File: src/rtl/mss_pkg.sv
// Package: shared register offsets and status bit positions of the miss sampler.
// Assumes the count field fits below the flag bits (CNT_W <= 8).
package mss_pkg;
    typedef enum logic [1:0] {
        CSR_STATUS   = 2'd0,
        CSR_SAMPLE_A = 2'd1,
        CSR_SAMPLE_B = 2'd2,
        CSR_SPARE    = 2'd3
    } csr_off_e;

    localparam int FLAG_A_BIT = 8;
    localparam int FLAG_B_BIT = 9;
    localparam int NUM_SLOTS  = 2;
endpackage

File: src/rtl/mss_miss_counter.sv
// Module: free-running miss counter. It advances once per miss and wraps
// naturally at 2**CNT_W. Assumes at most one miss per clock.
module mss_miss_counter #(
    parameter int CNT_W = 6
) (
    input  logic             clk,
    input  logic             rst_n,
    input  logic             miss_valid,
    output logic [CNT_W-1:0] count
);
    // Count misses; clear on reset.
    always_ff @(posedge clk) begin
        if (!rst_n)          count <= '0;
        else if (miss_valid) count <= count + 1'b1;
    end

    // a miss moves the count forward by exactly one.
    assert_step_R2: assert property (@(posedge clk) disable iff (!rst_n)
        miss_valid |=> count == CNT_W'($past(count) + 1'b1));

    // no miss, no movement.
    assert_hold_R2: assert property (@(posedge clk) disable iff (!rst_n)
        !miss_valid |=> $stable(count));
endmodule

File: src/rtl/mss_slot.sv
// Module: one sample slot. It stores the miss address when a miss arrives
// at its trigger count, and keeps a sticky valid flag that a clear request
// drops unless a capture happens in the same clock.
module mss_slot #(
    parameter int ADDR_W  = 32,
    parameter int CNT_W   = 6,
    parameter int TRIGGER = 0
) (
    input  logic              clk,
    input  logic              rst_n,
    input  logic              miss_valid,
    input  logic [ADDR_W-1:0] miss_addr,
    input  logic [CNT_W-1:0]  count,
    input  logic              clr_req,
    output logic [ADDR_W-1:0] addr_q,
    output logic              valid_q
);
    localparam logic [CNT_W-1:0] TRIG = CNT_W'(TRIGGER);

    logic hit;

    // Decide whether this miss is the one this slot samples.
    always_comb hit = miss_valid && (count == TRIG);

    // Store the address on a hit.
    always_ff @(posedge clk) begin
        if (!rst_n)   addr_q <= '0;
        else if (hit) addr_q <= miss_addr;
    end

    // Sticky flag: a capture sets it and takes priority over a clear.
    always_ff @(posedge clk) begin
        if (!rst_n)        valid_q <= 1'b0;
        else if (hit)      valid_q <= 1'b1;
        else if (clr_req)  valid_q <= 1'b0;
    end

    // a capture leaves the flag set and the sampled address stored.
    assert_capture_R5: assert property (@(posedge clk) disable iff (!rst_n)
        (miss_valid && count == TRIG) |=> (valid_q && addr_q == $past(miss_addr)));

    // a clear without a capture drops the flag.
    assert_clear_R6: assert property (@(posedge clk) disable iff (!rst_n)
        (clr_req && !(miss_valid && count == TRIG)) |=> !valid_q);

    // a capture beats a clear in the same clock.
    assert_collide_R7: assert property (@(posedge clk) disable iff (!rst_n)
        (clr_req && miss_valid && count == TRIG) |=> valid_q);

    // outside the trigger count, the slot holds its state.
    assert_quiet_R4: assert property (@(posedge clk) disable iff (!rst_n)
        (!clr_req && !(miss_valid && count == TRIG)) |=> ($stable(valid_q) && $stable(addr_q)));
endmodule

File: src/rtl/mss_csr_read.sv
// Module: combinational read mux over the sampler state. Assumes
// ADDR_W <= DATA_W and CNT_W <= 8. Slot B's flag replaces bit 0 of its
// address on read.
module mss_csr_read
    import mss_pkg::*;
#(
    parameter int ADDR_W = 32,
    parameter int CNT_W  = 6,
    parameter int DATA_W = 32
) (
    input  logic [1:0]        csr_addr,
    input  logic [CNT_W-1:0]  count,
    input  logic [ADDR_W-1:0] addr_a,
    input  logic [ADDR_W-1:0] addr_b,
    input  logic              valid_a,
    input  logic              valid_b,
    output logic [DATA_W-1:0] csr_rdata
);
    logic [DATA_W-1:0] status_word;
    logic [DATA_W-1:0] word_b;

    // Assemble the status word and the slot B word.
    always_comb begin
        status_word             = '0;
        status_word[CNT_W-1:0]  = count;
        status_word[FLAG_A_BIT] = valid_a;
        status_word[FLAG_B_BIT] = valid_b;
        word_b                  = DATA_W'(addr_b);
        word_b[0]               = valid_b;
    end

    // Select the word for the given offset.
    always_comb begin
        unique case (csr_off_e'(csr_addr))
            CSR_STATUS:   csr_rdata = status_word;
            CSR_SAMPLE_A: csr_rdata = DATA_W'(addr_a);
            CSR_SAMPLE_B: csr_rdata = word_b;
            default:      csr_rdata = '0;
        endcase
    end

    // the offset 2 word always carries flag B in bit 0.
    always_comb begin
        if (csr_addr == 2'd2) assert_mirror_R8: assert (csr_rdata[0] == valid_b);
    end
endmodule

File: src/rtl/miss_sampler.sv
// Module: cache miss address sampler top. One shared miss counter drives
// two sample slots 2**CNT_W-2 counts apart. Register writes to the status
// offset clear flags; other offsets are read-only.
module miss_sampler
    import mss_pkg::*;
#(
    parameter int ADDR_W = 32,
    parameter int CNT_W  = 6,
    parameter int DATA_W = 32
) (
    input  logic              clk,
    input  logic              rst_n,
    input  logic              miss_valid,
    input  logic [ADDR_W-1:0] miss_addr,
    input  logic              csr_wr,
    input  logic [1:0]        csr_addr,
    input  logic [DATA_W-1:0] csr_wdata,
    output logic [DATA_W-1:0] csr_rdata
);
    localparam int SLOT_B_TRIG = (1 << CNT_W) - 2;
    localparam int FLAG_BITS [NUM_SLOTS] = '{FLAG_A_BIT, FLAG_B_BIT};

    logic [CNT_W-1:0]  count;
    logic              stat_wr;
    logic [ADDR_W-1:0] slot_addr  [NUM_SLOTS];
    logic              slot_valid [NUM_SLOTS];
    logic              slot_clr   [NUM_SLOTS];

    mss_miss_counter #(.CNT_W(CNT_W)) u_cnt (
        .clk        (clk),
        .rst_n      (rst_n),
        .miss_valid (miss_valid),
        .count      (count)
    );

    // Decode a write to the status offset.
    always_comb stat_wr = csr_wr && (csr_addr == CSR_STATUS);

    for (genvar s = 0; s < NUM_SLOTS; s++) begin : g_slot
        // Raise this slot's clear request from its one-bit write mask.
        always_comb slot_clr[s] = stat_wr && csr_wdata[FLAG_BITS[s]];

        mss_slot #(
            .ADDR_W  (ADDR_W),
            .CNT_W   (CNT_W),
            .TRIGGER ((s == 0) ? 0 : SLOT_B_TRIG)
        ) u_slot (
            .clk        (clk),
            .rst_n      (rst_n),
            .miss_valid (miss_valid),
            .miss_addr  (miss_addr),
            .count      (count),
            .clr_req    (slot_clr[s]),
            .addr_q     (slot_addr[s]),
            .valid_q    (slot_valid[s])
        );
    end

    mss_csr_read #(.ADDR_W(ADDR_W), .CNT_W(CNT_W), .DATA_W(DATA_W)) u_rd (
        .csr_addr  (csr_addr),
        .count     (count),
        .addr_a    (slot_addr[0]),
        .addr_b    (slot_addr[1]),
        .valid_a   (slot_valid[0]),
        .valid_b   (slot_valid[1]),
        .csr_rdata (csr_rdata)
    );

    // slot A never changes while the count is away from zero.
    assert_a_quiet_R3: assert property (@(posedge clk) disable iff (!rst_n)
        (count != '0) |=> $stable(slot_addr[0]));

    // state is clear in the cycle after reset.
    assert_reset_R1: assert property (@(posedge clk)
        !rst_n |=> (count == '0 && !slot_valid[0] && !slot_valid[1]));
endmodule

File: config.mk
export PLATFORM = sky130hd
export DESIGN_NAME = miss_sampler
export DESIGN_NICKNAME = d
export VERILOG_FILES = /design/src/rtl/mss_pkg.sv /design/src/rtl/mss_miss_counter.sv /design/src/rtl/mss_slot.sv /design/src/rtl/mss_csr_read.sv /design/src/rtl/miss_sampler.sv
export SDC_FILE = /design/constraint.sdc
export NUM_CORES = 1
export LEC_CHECK = 0
export BUFFER_PORTS_ARGS = -buffer_cell sky130_fd_sc_hd__buf_2
export CORE_ASPECT_RATIO = 0.8
export CORE_MARGIN = 2
export CORE_UTILIZATION = 57
export CTS_BUF_LIST = sky130_fd_sc_hd__clkbuf_8
export DETAILED_ROUTE_END_ITERATION = 10
export PLACE_DENSITY = 0.89
export SYNTH_ARGS = -nofsm -noshare
export SYNTH_HDL_FRONTEND = slang
export SYNTH_SLANG_ARGS = --single-unit
File: constraint.sdc
create_clock -name clk -period 3.6 [get_ports clk]
set_clock_uncertainty 0.2 [all_clocks]
set_input_delay 0.72 -clock clk [delete_from_list [all_inputs] [get_ports clk]]
set_output_delay 0.72 -clock clk [all_outputs]
set_load 0.01 [all_outputs]
==> run metrics, run 1 <==
minimum clock period after layout=2957 ps; Leak Pwr=~0.0017 µW; Data arrival, critical path=between 2000 and 2500 ps; cells taking the most area after synthesis=sky130_fd_sc_hd__dfxtp_1 (44%), sky130_fd_sc_hd__mux2i_1 (22%), sky130_fd_sc_hd__nand2_1 (12%); total via count in the routed design=around 2,600; number of max-slew violations in the final report=0; kind of end point of the critical path=output port; result of the run=finished, final reports clean; number of gates given a new drive strength after cts=0; RD Place Congestion=roughly 0.78; clock net sink count=a little over 70; Main synth FF type=sky130_fd_sc_hd__dfxtp_1; number of ports placed on the die boundary=102; fin nets=about 470; maximum fanout count along the critical path=15; TritonCTS clock tree=done; pin count of the biggest net entering global routing=60; critical path class=in -> out; Yosys warning count=0; total setup violations reported at the end of the flow=0; Hold-fix buffers, CTS=0; GR Overflow Total=0; total power per unit cell area=about 420 mW/mm²; area share of the largest cell type after synthesis=0.4413; total area of multi-input combinational cells=between 0.0015 and 0.002 mm²; Peak Freq=0.3382 GHz; share of synthesized area occupied by flip-flops and latches=0.4413; Critical Path RT=2680 ps; quantity of I/O buffers inserted on ports=71; number of H-tree levels=3; Layout fillers=464; net count after synthesis=between 400 and 500; initial core utilization=0.5893; library cells used by synthesis=27; detail-routed via count per cell=roughly 5.3; number of setup buffers added after CTS=0; area enclosed by the die boundary=around 0.0063 mm²; source of the worst register-to-register timing path=u_cnt.count[1]$_SDFFE_PN0P_; synth-to-layout area growth=15.89%; area of the core region=0.005465 mm²; Max transition margin=0.4969; crit path launch type=primary input; root buf cell=sky130_fd_sc_hd__clkbuf_8; max-capacitance violation count=0; Final Hold Fails=0; peak supply drop=roughly 330 µV; placed wire-length estimate=approximately 4.4 mm; maximum number of buffers from clock root to sink=2; Critical Path, Cell by Cell=buf_2 -> nor2b_2 -> buf_4 -> nand2_1 -> o21ai_0 -> buf_2; area occupied by registers=0.001421 mm²; total routed wirelength=6.594 mm; cells after synthesis=340; FFs w/ async S/R, synth=0; clock-pin slew on the worst setup and hold paths=about 70 ps; transition time at the pin with the least slew margin=754.7 ps; first-pass GRT wire length=11.14 mm; mean cell area of the mapped netlist=between 9 and 10 µm²; cts bufs inserted=9; Clk Latency, worst-skew pair=approximately 340 ps; total routing usage reported by global routing=0.2258; share of the clock period used by the worst path after layout=0.8213; biggest cell delay along the critical path=around 460 ps; worst setup path start=csr_addr[1]; slowest stage cell, crit path=sky130_fd_sc_hd__nor2b_2; Antenna Nets Post-Route=0; overall die width=88.04 µm; number of enable-type register cells in the synthesized netlist=0; type of the most critical hold path=reg -> reg; antenna violations before repair=0; hold wc startpoint=g_slot[1].u_slot.addr_q[15]$_SDFFE_PN0P_; diode insertion count for antenna repair=0; placement row count=24; share of final-layout standard cells stronger than drive strength 1=0.2438; unrepaired setup endpoints after global routing=false; residual DRC count=0; starting DRC count in detailed routing=84; average wire length per cell after detail routing=around 14 µm; FF-to-FF setup slack=roughly 1600 ps; accumulated negative setup slack=0 ps; cell area after placement=between 0.003 and 0.004 mm²; flop and latch count out of synthesis=between 70 and 80; cell area after layout=~0.0037 mm²; length of the first detailed-routing pass in iterations=4; most used cell along the critical path=sky130_fd_sc_hd__buf_2; vias in the first global route=approximately 2,500; Die Ht=71.23 µm; cell area after synthesis=around 0.0032 mm²; dominant cell type by area after synthesis=sky130_fd_sc_hd__dfxtp_1
logic make-up (layout without fill, tap and decap cells):
logic type,Yosys count,count (layout),share of synthesized area
AOI/OAI and AO/OA,38,38,0.09091
xor gates and xnor gates,4,4,0.01088
adders and majority gates,3,3,0.01166
buffers and inverters,32,98,0.06760
DFF,71,71,0.4413
muxes,72,72,0.2238
and+or+nand+nor,120,120,0.1538
path summary, 6_finish.rpt:
check                                                                 to  depth (start not counted)
worst max-delay path                                        csr_rdata[8]                          6
worst min-delay path            g_slot[1].u_slot.addr_q[15]$_SDFFE_PN0P_                          2
worst max register to register  g_slot[1].u_slot.addr_q[18]$_SDFFE_PN0P_                          5
worst min register to register  g_slot[1].u_slot.addr_q[15]$_SDFFE_PN0P_                          2
per-stage QoR:
stage	setup slack, ps	hold WS (ps)	power, µW	utilization	cells
floorplan	1111	234.4	996.3	-	340
global placement	661.4	241.5	1031	0.6511	468
detailed placement	652.3	247.1	1041	0.6511	468
CTS	632.7	258.6	1595	0.6829	484
global route	548.3	282.1	1644	0.6829	484
finish	643.4	255.8	1576	0.6829	484
sequential cells by signal (all words and copies together) (netlist names):
name                   flops
u_cnt.count                6
g_slot.u_slot.addr_q      63
g_slot.u_slot.valid_q      2
Yosys cell counts (2+ instances only):
library cell               instances
sky130_fd_sc_hd__buf_1             3
sky130_fd_sc_hd__buf_2             6
sky130_fd_sc_hd__nand2_1         105
sky130_fd_sc_hd__a22o_1           24
sky130_fd_sc_hd__nor2b_1           3
sky130_fd_sc_hd__inv_1             4
sky130_fd_sc_hd__ha_1              3
sky130_fd_sc_hd__xnor2_1           3
sky130_fd_sc_hd__o21ai_0           9
sky130_fd_sc_hd__nand4_1           3
sky130_fd_sc_hd__dfxtp_1          71
sky130_fd_sc_hd__a21boi_1          2
sky130_fd_sc_hd__buf_4             3
sky130_fd_sc_hd__clkbuf_1          9
sky130_fd_sc_hd__buf_12            3
sky130_fd_sc_hd__and2_1            4
sky130_fd_sc_hd__mux2i_1          72
sky130_fd_sc_hd__buf_6             4
report_power, final:
group	switching [µW]	internal [µW]
Combinational	101	82.3
Clock	289	265
Sequential	19.3	819
Total	410	1170
placed cells by master, fill, tap and decap left out, types with 2 or more instances in the layout:
cell type,count
sky130_fd_sc_hd__a21boi_1,2
sky130_fd_sc_hd__a22o_1,24
sky130_fd_sc_hd__and2_1,4
sky130_fd_sc_hd__buf_12,2
sky130_fd_sc_hd__buf_2,71
sky130_fd_sc_hd__buf_4,5
sky130_fd_sc_hd__clkbuf_8,10
sky130_fd_sc_hd__clkinv_2,4
sky130_fd_sc_hd__dfxtp_1,71
sky130_fd_sc_hd__ha_1,3
sky130_fd_sc_hd__inv_1,4
sky130_fd_sc_hd__mux2i_1,72
sky130_fd_sc_hd__nand2_1,105
sky130_fd_sc_hd__nand4_1,3
sky130_fd_sc_hd__nor2b_2,2
sky130_fd_sc_hd__o21ai_0,9
sky130_fd_sc_hd__xnor2_1,3
routing by layer:
metal	routed length [µm]	GRT usage	vias to the layer above
met3	328	0.05530	8
li1	-	-	1275
met5	0	0	-
met1	2965	0.2727	1205
met4	79	0.08081	0
met2	3220	0.3923	62
cell type report:
cell class / count / share of cell area
Multi-Input combinational cell: 237 / 0.4264
Sequential cell: 71 / 0.3808
Timing Repair Buffer: 78 / 0.1160
Clock buffer: 10 / 0.03688
Tap cell: 78 / 0.02615
Clock inverter: 6 / 0.009722
Inverter: 4 / 0.004023
critical path: cells and delay by family:
kind,cells,cell delay [ps]
AND/OR/NAND/NOR,2,530
buffers and inverters,3,700
AO/OA/AOI/OAI,1,80
No activity file was read; power rests on OpenSTA's default activity.
==> run 2, diff against run 1 <==
CORE_UTILIZATION = 53   (was 57)
PLACE_DENSITY = 0.84   (was 0.89)
clock period = 3 ns   (was 3.6 ns; I/O delays follow)
==> run 2 against run 1 <==
  * Via count is 0.20% higher
  * Non-clock buffer count is 2 higher
  * Combinational power is 21% higher
  * Core utilization is 4.4 points lower
  * Clock-buffer cell count is 1 lower
  * Cell area is 0.60% higher
  * Worst hold slack better by 3.1 ps
  * Largest cell class unchanged
  * Largest power group unchanged
==> run metrics, run 2 (synthesis results as in run 1) <==
result of the run=finished, final reports clean; crit path launch type=primary input; accumulated negative setup slack=0 ps (unchanged); total power per unit cell area=517.6 mW/mm² (+23%); diode insertion count for antenna repair=0 (unchanged); Peak Freq=roughly 0.38 GHz; pin count of the biggest net entering global routing=104 (+73%); number of setup buffers added after CTS=0 (unchanged); type of the most critical hold path=reg -> reg; quantity of I/O buffers inserted on ports=71 (unchanged); maximum fanout count along the critical path=12 (-3); placement row count=25 (+4.2%); most frequent cells in the layout=sky130_fd_sc_hd__nand2_1 (105), sky130_fd_sc_hd__mux2i_1 (72), sky130_fd_sc_hd__dfxtp_1 (71), sky130_fd_sc_hd__buf_2 (71), sky130_fd_sc_hd__a22o_1 (24); Critical Path RT=2200 ps (-480 ps); minimum clock period after layout=2603 ps; root buf cell=sky130_fd_sc_hd__clkbuf_8; cts bufs inserted=9 (unchanged); Data arrival, critical path=1800 ps (-240 ps); Max transition margin=0.7166 (+0.2197); placed wire-length estimate=4.462 mm (+0.36%); number of ports placed on the die boundary=102 (unchanged); cell area after layout=0.003755 mm² (+0.60%); max-capacitance violation count=0 (unchanged); share of the clock period used by the worst path after layout=0.8678; Antenna Nets Post-Route=0 (unchanged); total setup violations reported at the end of the flow=0 (unchanged); number of cells after detailed placement=473 (+1.1%); destination of the critical timing path=csr_rdata[2]; cell internal pwr=1453 µW (+25%); unrepaired setup endpoints after global routing=false; area enclosed by the die boundary=0.006720 mm² (+7.2%); most common cell after layout, fill and taps aside=sky130_fd_sc_hd__nand2_1; Switching Share=0.2525 (-0.007452); peak supply drop=371.7 µV (+13%); first-pass GRT wire length=11.07 mm (-0.56%); number of H-tree levels=3 (unchanged); worst reg2reg path endpoint=g_slot[1].u_slot.addr_q[24]$_SDFFE_PN0P_; source of the worst register-to-register timing path=u_cnt.count[1]$_SDFFE_PN0P_; registers with the most flip-flops=g_slot.u_slot.addr_q: 63 flops, u_cnt.count: 6 flops, g_slot.u_slot.valid_q: 2 flops; maximum number of buffers from clock root to sink=2 (unchanged); number of gates given a new drive strength after cts=0 (unchanged); residual DRC count=0 (unchanged); TritonCTS clock tree=done; kind of end point of the critical path=output port; total routed wirelength=6.754 mm (+2.4%); clock-pin slew on the worst setup and hold paths=70 ps (about the same); max FFs per register=63 (unchanged); antenna violations before repair=0 (unchanged); critical path class=in -> out; worst setup path start=csr_addr[0]; number of max-slew violations in the final report=0 (unchanged); detail-routed via count per cell=5.236 (-0.63%); part of the total power dissipated in sequential elements=0.518 (-0.014); post-route non-filler standard cell count=488 (+0.83%); overall die width=91.16 µm (+3.5%); clock share of power=0.368 (+0.017); share of final-layout standard cells stronger than drive strength 1=0.2432 (-0.0005991); Clk Latency, worst-skew pair=340 ps (about the same); starting DRC count in detailed routing=110 (+31%); Hold-fix buffers, CTS=0 (unchanged); Final Hold Fails=0 (unchanged); transition time at the pin with the least slew margin=424.1 ps (-330.5 ps); vias in the first global route=2,376 (-6.2%); average wire length per cell after detail routing=13.84 µm (+1.6%); largest reg by FF count=g_slot.u_slot.addr_q; worst reg-to-reg path cell count=5 (unchanged); cell area after placement=0.003577 mm² (+0.53%); total via count in the routed design=2,555 (+0.20%); synth-to-layout area growth=16.59%; FF-to-FF setup slack=1070 ps (-500 ps); total routing usage reported by global routing=0.2093 (-0.01649); fin nets=476 (+0.42%); Layout fillers=528 (+14%); area of the core region=0.005881 mm² (+7.6%); GR Overflow Total=0 (unchanged); RD Place Congestion=0.7760 (-0.75%); Min Hold Slack=258.9 ps (+3.093 ps); net switching power figure=490.7 µW (+20%); initial core utilization=0.5477 (-0.04163); Leak Pwr=0.001699 µW (+1.1%); clock net sink count=71 (unchanged); length of the first detailed-routing pass in iterations=4 (unchanged); part of the power in combinational logic=0.114 (-0.003); Die Ht=73.72 µm (+3.5%)
## run 2: changes by cell type in the layout (fill, tap and decap cells not counted)
| cell | change |
|---|---|
| sky130_fd_sc_hd__bufinv_16 | +1 |
| sky130_fd_sc_hd__clkbuf_8 | -1 |
| sky130_fd_sc_hd__inv_1 | +1 |
| sky130_fd_sc_hd__clkinv_4 | -1 |
| sky130_fd_sc_hd__buf_4 | +2 |
| sky130_fd_sc_hd__clkinvlp_4 | -1 |
## run 2: through the flow
step	utilization	setup slack, ps	power [µW]
finish	0.6385	396.6	1943
global route	0.6385	323.8	2019
CTS	0.6385	388.0	1957
detailed placement	0.6083	391.6	1251
global placement	0.6083	374.1	1242
floorplan	-	750.7	1196
## run 2: power by group through the flow
stage | registers [µW] | logic, µW | clock network (µW)
2_1_floorplan | 1020 | 174 | 0
3_3_place_gp | 1030 | 217 | 0
3_5_place_dp | 1030 | 223 | 0
4_1_cts | 1010 | 224 | 727
5_1_grt | 1010 | 244 | 764
6_report | 1010 | 222 | 714
## run 2: cell type report
cell class | instances | area [µm²] | area share
multi-input cells | 237 | 1592 | 0.4239
inverters | 4 | 15.01 | 0.003999
well taps | 81 | 101.3 | 0.02699
repair buffers | 80 | 447.9 | 0.1193
clock inverters | 6 | 53.80 | 0.01433
clock buffers | 9 | 123.9 | 0.03299
flip-flops and latches | 71 | 1421 | 0.3785
## run 2: worst min-delay path by stage
stage	from	end	slack [ps]	depth (start not counted)
finish	g_slot[1].u_slot.addr_q[18]$_SDFFE_PN0P_	g_slot[1].u_slot.addr_q[18]$_SDFFE_PN0P_	260	2
global route	g_slot[1].u_slot.addr_q[3]$_SDFFE_PN0P_	g_slot[1].u_slot.addr_q[3]$_SDFFE_PN0P_	270	2
CTS	g_slot[1].u_slot.addr_q[18]$_SDFFE_PN0P_	g_slot[1].u_slot.addr_q[18]$_SDFFE_PN0P_	260	2
detailed placement	g_slot[1].u_slot.addr_q[5]$_SDFFE_PN0P_	g_slot[1].u_slot.addr_q[5]$_SDFFE_PN0P_	250	2
global placement	g_slot[1].u_slot.addr_q[27]$_SDFFE_PN0P_	g_slot[1].u_slot.addr_q[27]$_SDFFE_PN0P_	240	2
floorplan	g_slot[1].u_slot.addr_q[10]$_SDFFE_PN0P_	g_slot[1].u_slot.addr_q[10]$_SDFFE_PN0P_	230	2
## run 2: critical path: stages
cell and delay, ps:
sky130_fd_sc_hd__buf_2 210, sky130_fd_sc_hd__nor2b_2 370, sky130_fd_sc_hd__buf_4 270, sky130_fd_sc_hd__nand2_1 70, sky130_fd_sc_hd__o21ai_0 100, sky130_fd_sc_hd__buf_2 170
## run 2: routing by layer
metal | part of all wire | global-route usage | vias up | routed length (µm)
met3 | 0.064 | 0.07795 | 9 | 429
met5 | 0 | 0 | - | 0
li1 | - | - | 1276 | -
met2 | 0.45 | 0.3432 | 67 | 3027
met1 | 0.48 | 0.2631 | 1203 | 3223
met4 | 0.011 | 0.05556 | 0 | 73
==> run 3, diff against run 2 <==
CORE_ASPECT_RATIO = 2   (was 0.8)
==> run 3 against run 2 <==
  * Die area rose by 0.50%
  * Highest routed layer unchanged
  * Clock power fell by 9.4%
  * Combinational power about the same
  * Worst setup slack better by 65 ps
  * Sequential cell count did not move
  * Final cell count shrank 3.9%
  * First-iteration DRC count down 15%
==> run metrics, run 3 (synthesis results as in run 1) <==
total routing usage reported by global routing=0.2193 (+0.01004); kind of end point of the critical path=output port; area occupied by registers=0.001421 mm² (unchanged); critical path class=in -> out; part of the total power dissipated in sequential elements=0.536 (+0.018); number of H-tree levels=3 (unchanged); diode insertion count for antenna repair=0 (unchanged); net switching power figure=464.2 µW (-5.4%); TritonCTS clock tree=done; Clk Latency, worst-skew pair=340 ps (about the same); Max transition margin=0.5467 (-0.1699); number of ports placed on the die boundary=102 (unchanged); Layout fillers=502 (-4.9%); cts bufs inserted=9 (unchanged); accumulated negative setup slack=0 ps (unchanged); residual DRC count=0 (unchanged); synth-to-layout area growth=15.07%; Die Ht=114.2 µm (+55%); Hold-fix buffers, CTS=0 (unchanged); number of gates given a new drive strength after cts=0 (unchanged); result of the run=finished, final reports clean; area enclosed by the die boundary=0.006754 mm² (+0.50%); vias in the first global route=2,540 (+6.9%); Final Hold Fails=0 (unchanged); Data arrival, critical path=1740 ps (-60 ps); minimum clock period after layout=2538 ps (-65.08 ps); average wire length per cell after detail routing=14.53 µm (+5.0%); maximum fanout count along the critical path=24 (+12); clock-pin slew on the worst setup and hold paths=60 ps (about the same); fin nets=476 (unchanged); length of the first detailed-routing pass in iterations=4 (unchanged); most common cell after layout, fill and taps aside=sky130_fd_sc_hd__nand2_1; first-pass GRT wire length=11.34 mm (+2.4%); crit path launch type=primary input; part of the power in combinational logic=0.119 (+0.005); placed wire-length estimate=4.671 mm (+4.7%); share of final-layout standard cells stronger than drive strength 1=0.2389 (-0.004327); peak supply drop=414.3 µV (+11%); total area of multi-input combinational cells=0.001592 mm² (unchanged); pin count of the biggest net entering global routing=47 (-55%); maximum number of buffers from clock root to sink=2 (unchanged); overall die width=59.12 µm (-35%); share of the clock period used by the worst path after layout=0.8461 (-0.02169); number of max-slew violations in the final report=0 (unchanged); clock share of power=0.345 (-0.023); post-route non-filler standard cell count=469 (-3.9%); FF-to-FF setup slack=1180 ps (+110 ps); most frequent cells in the layout=sky130_fd_sc_hd__nand2_1 (105), sky130_fd_sc_hd__mux2i_1 (72), sky130_fd_sc_hd__dfxtp_1 (71), sky130_fd_sc_hd__buf_2 (71), sky130_fd_sc_hd__a22o_1 (24); starting DRC count in detailed routing=94 (-15%); type of the most critical hold path=reg -> reg; transition time at the pin with the least slew margin=680.0 ps (+255.8 ps); total power per unit cell area=506.2 mW/mm² (-2.2%); placement row count=40 (+60%); initial core utilization=0.5408 (-0.006903); unrepaired setup endpoints after global routing=false; root buf cell=sky130_fd_sc_hd__clkbuf_8; Switching Share=0.2475 (-0.005048); max FFs per register=63 (unchanged); Leak Pwr=0.001690 µW (-0.52%); total setup violations reported at the end of the flow=0 (unchanged); RD Place Congestion=0.7679 (-1.0%); clock net sink count=71 (unchanged); quantity of I/O buffers inserted on ports=71 (unchanged); total routed wirelength=6.814 mm (+0.89%); area of the core region=0.005956 mm² (+1.3%); Antenna Nets Post-Route=0 (unchanged); max-capacitance violation count=0 (unchanged); number of cells after detailed placement=455 (-3.8%); registers with the most flip-flops=g_slot.u_slot.addr_q: 63 flops, u_cnt.count: 6 flops, g_slot.u_slot.valid_q: 2 flops; total via count in the routed design=2,558 (+0.12%); Peak Freq=0.3940 GHz (+2.6%); cell internal pwr=1412 µW (-2.8%); Critical Path RT=2200 ps (about the same); largest reg by FF count=g_slot.u_slot.addr_q; antenna violations before repair=0 (unchanged); detail-routed via count per cell=5.454 (+4.2%); number of setup buffers added after CTS=0 (unchanged); GR Overflow Total=0 (unchanged)
[run 3: cell types whose count changed in the layout (fill, tap and decap cells not counted), sizes merged]
cell	before	now
clkinv	4	1
clkbuf	9	11
bufinv	1	0
inv	5	6
[run 3: routing by layer]
metal / vias to the layer above / wire length, µm / track usage
li1: 1267 / - / -
met1: 1222 / 2833 / 0.2387
met2: 55 / 3516 / 0.3830
met3: 14 / 278 / 0.05085
met4: 0 / 185 / 0.1091
met5: - / 0 / 0
[run 3: final timing paths]
check                                             end  depth (start not counted)                                      from
max                                     csr_rdata[19]                          5                               csr_addr[0]
max reg2reg  g_slot[0].u_slot.addr_q[15]$_SDFFE_PN0P_                          6               u_cnt.count[0]$_SDFFE_PN0P_
min          g_slot[1].u_slot.addr_q[25]$_SDFFE_PN0P_                          2  g_slot[1].u_slot.addr_q[25]$_SDFFE_PN0P_
min reg2reg  g_slot[1].u_slot.addr_q[25]$_SDFFE_PN0P_                          2  g_slot[1].u_slot.addr_q[25]$_SDFFE_PN0P_
[run 3: cell type report]
cell class | instances | area share
Clock buffer | 11 | 0.04085
Sequential cell | 71 | 0.3835
Timing Repair Buffer | 80 | 0.1175
Inverter | 4 | 0.004051
Multi-Input combinational cell | 237 | 0.4294
Tap cell | 63 | 0.02127
Clock inverter | 3 | 0.003376
[run 3: metrics by stage]
step	power (µW)	hold slack, ps	util	setup WS, ps	area [µm²]
after CTS	1892	259.0	0.6223	450.9	3706
after global routing	1962	275.4	0.6223	406.3	3706
after floorplan	1196	234.4	-	750.7	3221
after detailed placement	1250	247.6	0.5947	460.0	3542
after global placement	1242	241.7	0.5947	465.3	3542
final	1876	256.8	0.6223	461.7	3706
[run 3: worst max-delay path: stages]
cell	delay, ps
sky130_fd_sc_hd__buf_2	280
sky130_fd_sc_hd__nor2b_2	200
sky130_fd_sc_hd__buf_4	300
sky130_fd_sc_hd__a22o_1	220
sky130_fd_sc_hd__buf_2	130
[run 3: power groups by stage]
stage / clock network (µW) / logic, µW / registers [µW]
floorplan: 0 / 174 / 1020
CTS: 661 / 224 / 1010
global route: 705 / 246 / 1010
finish: 647 / 222 / 1010
global placement: 0 / 216 / 1030
detailed placement: 0 / 223 / 1030
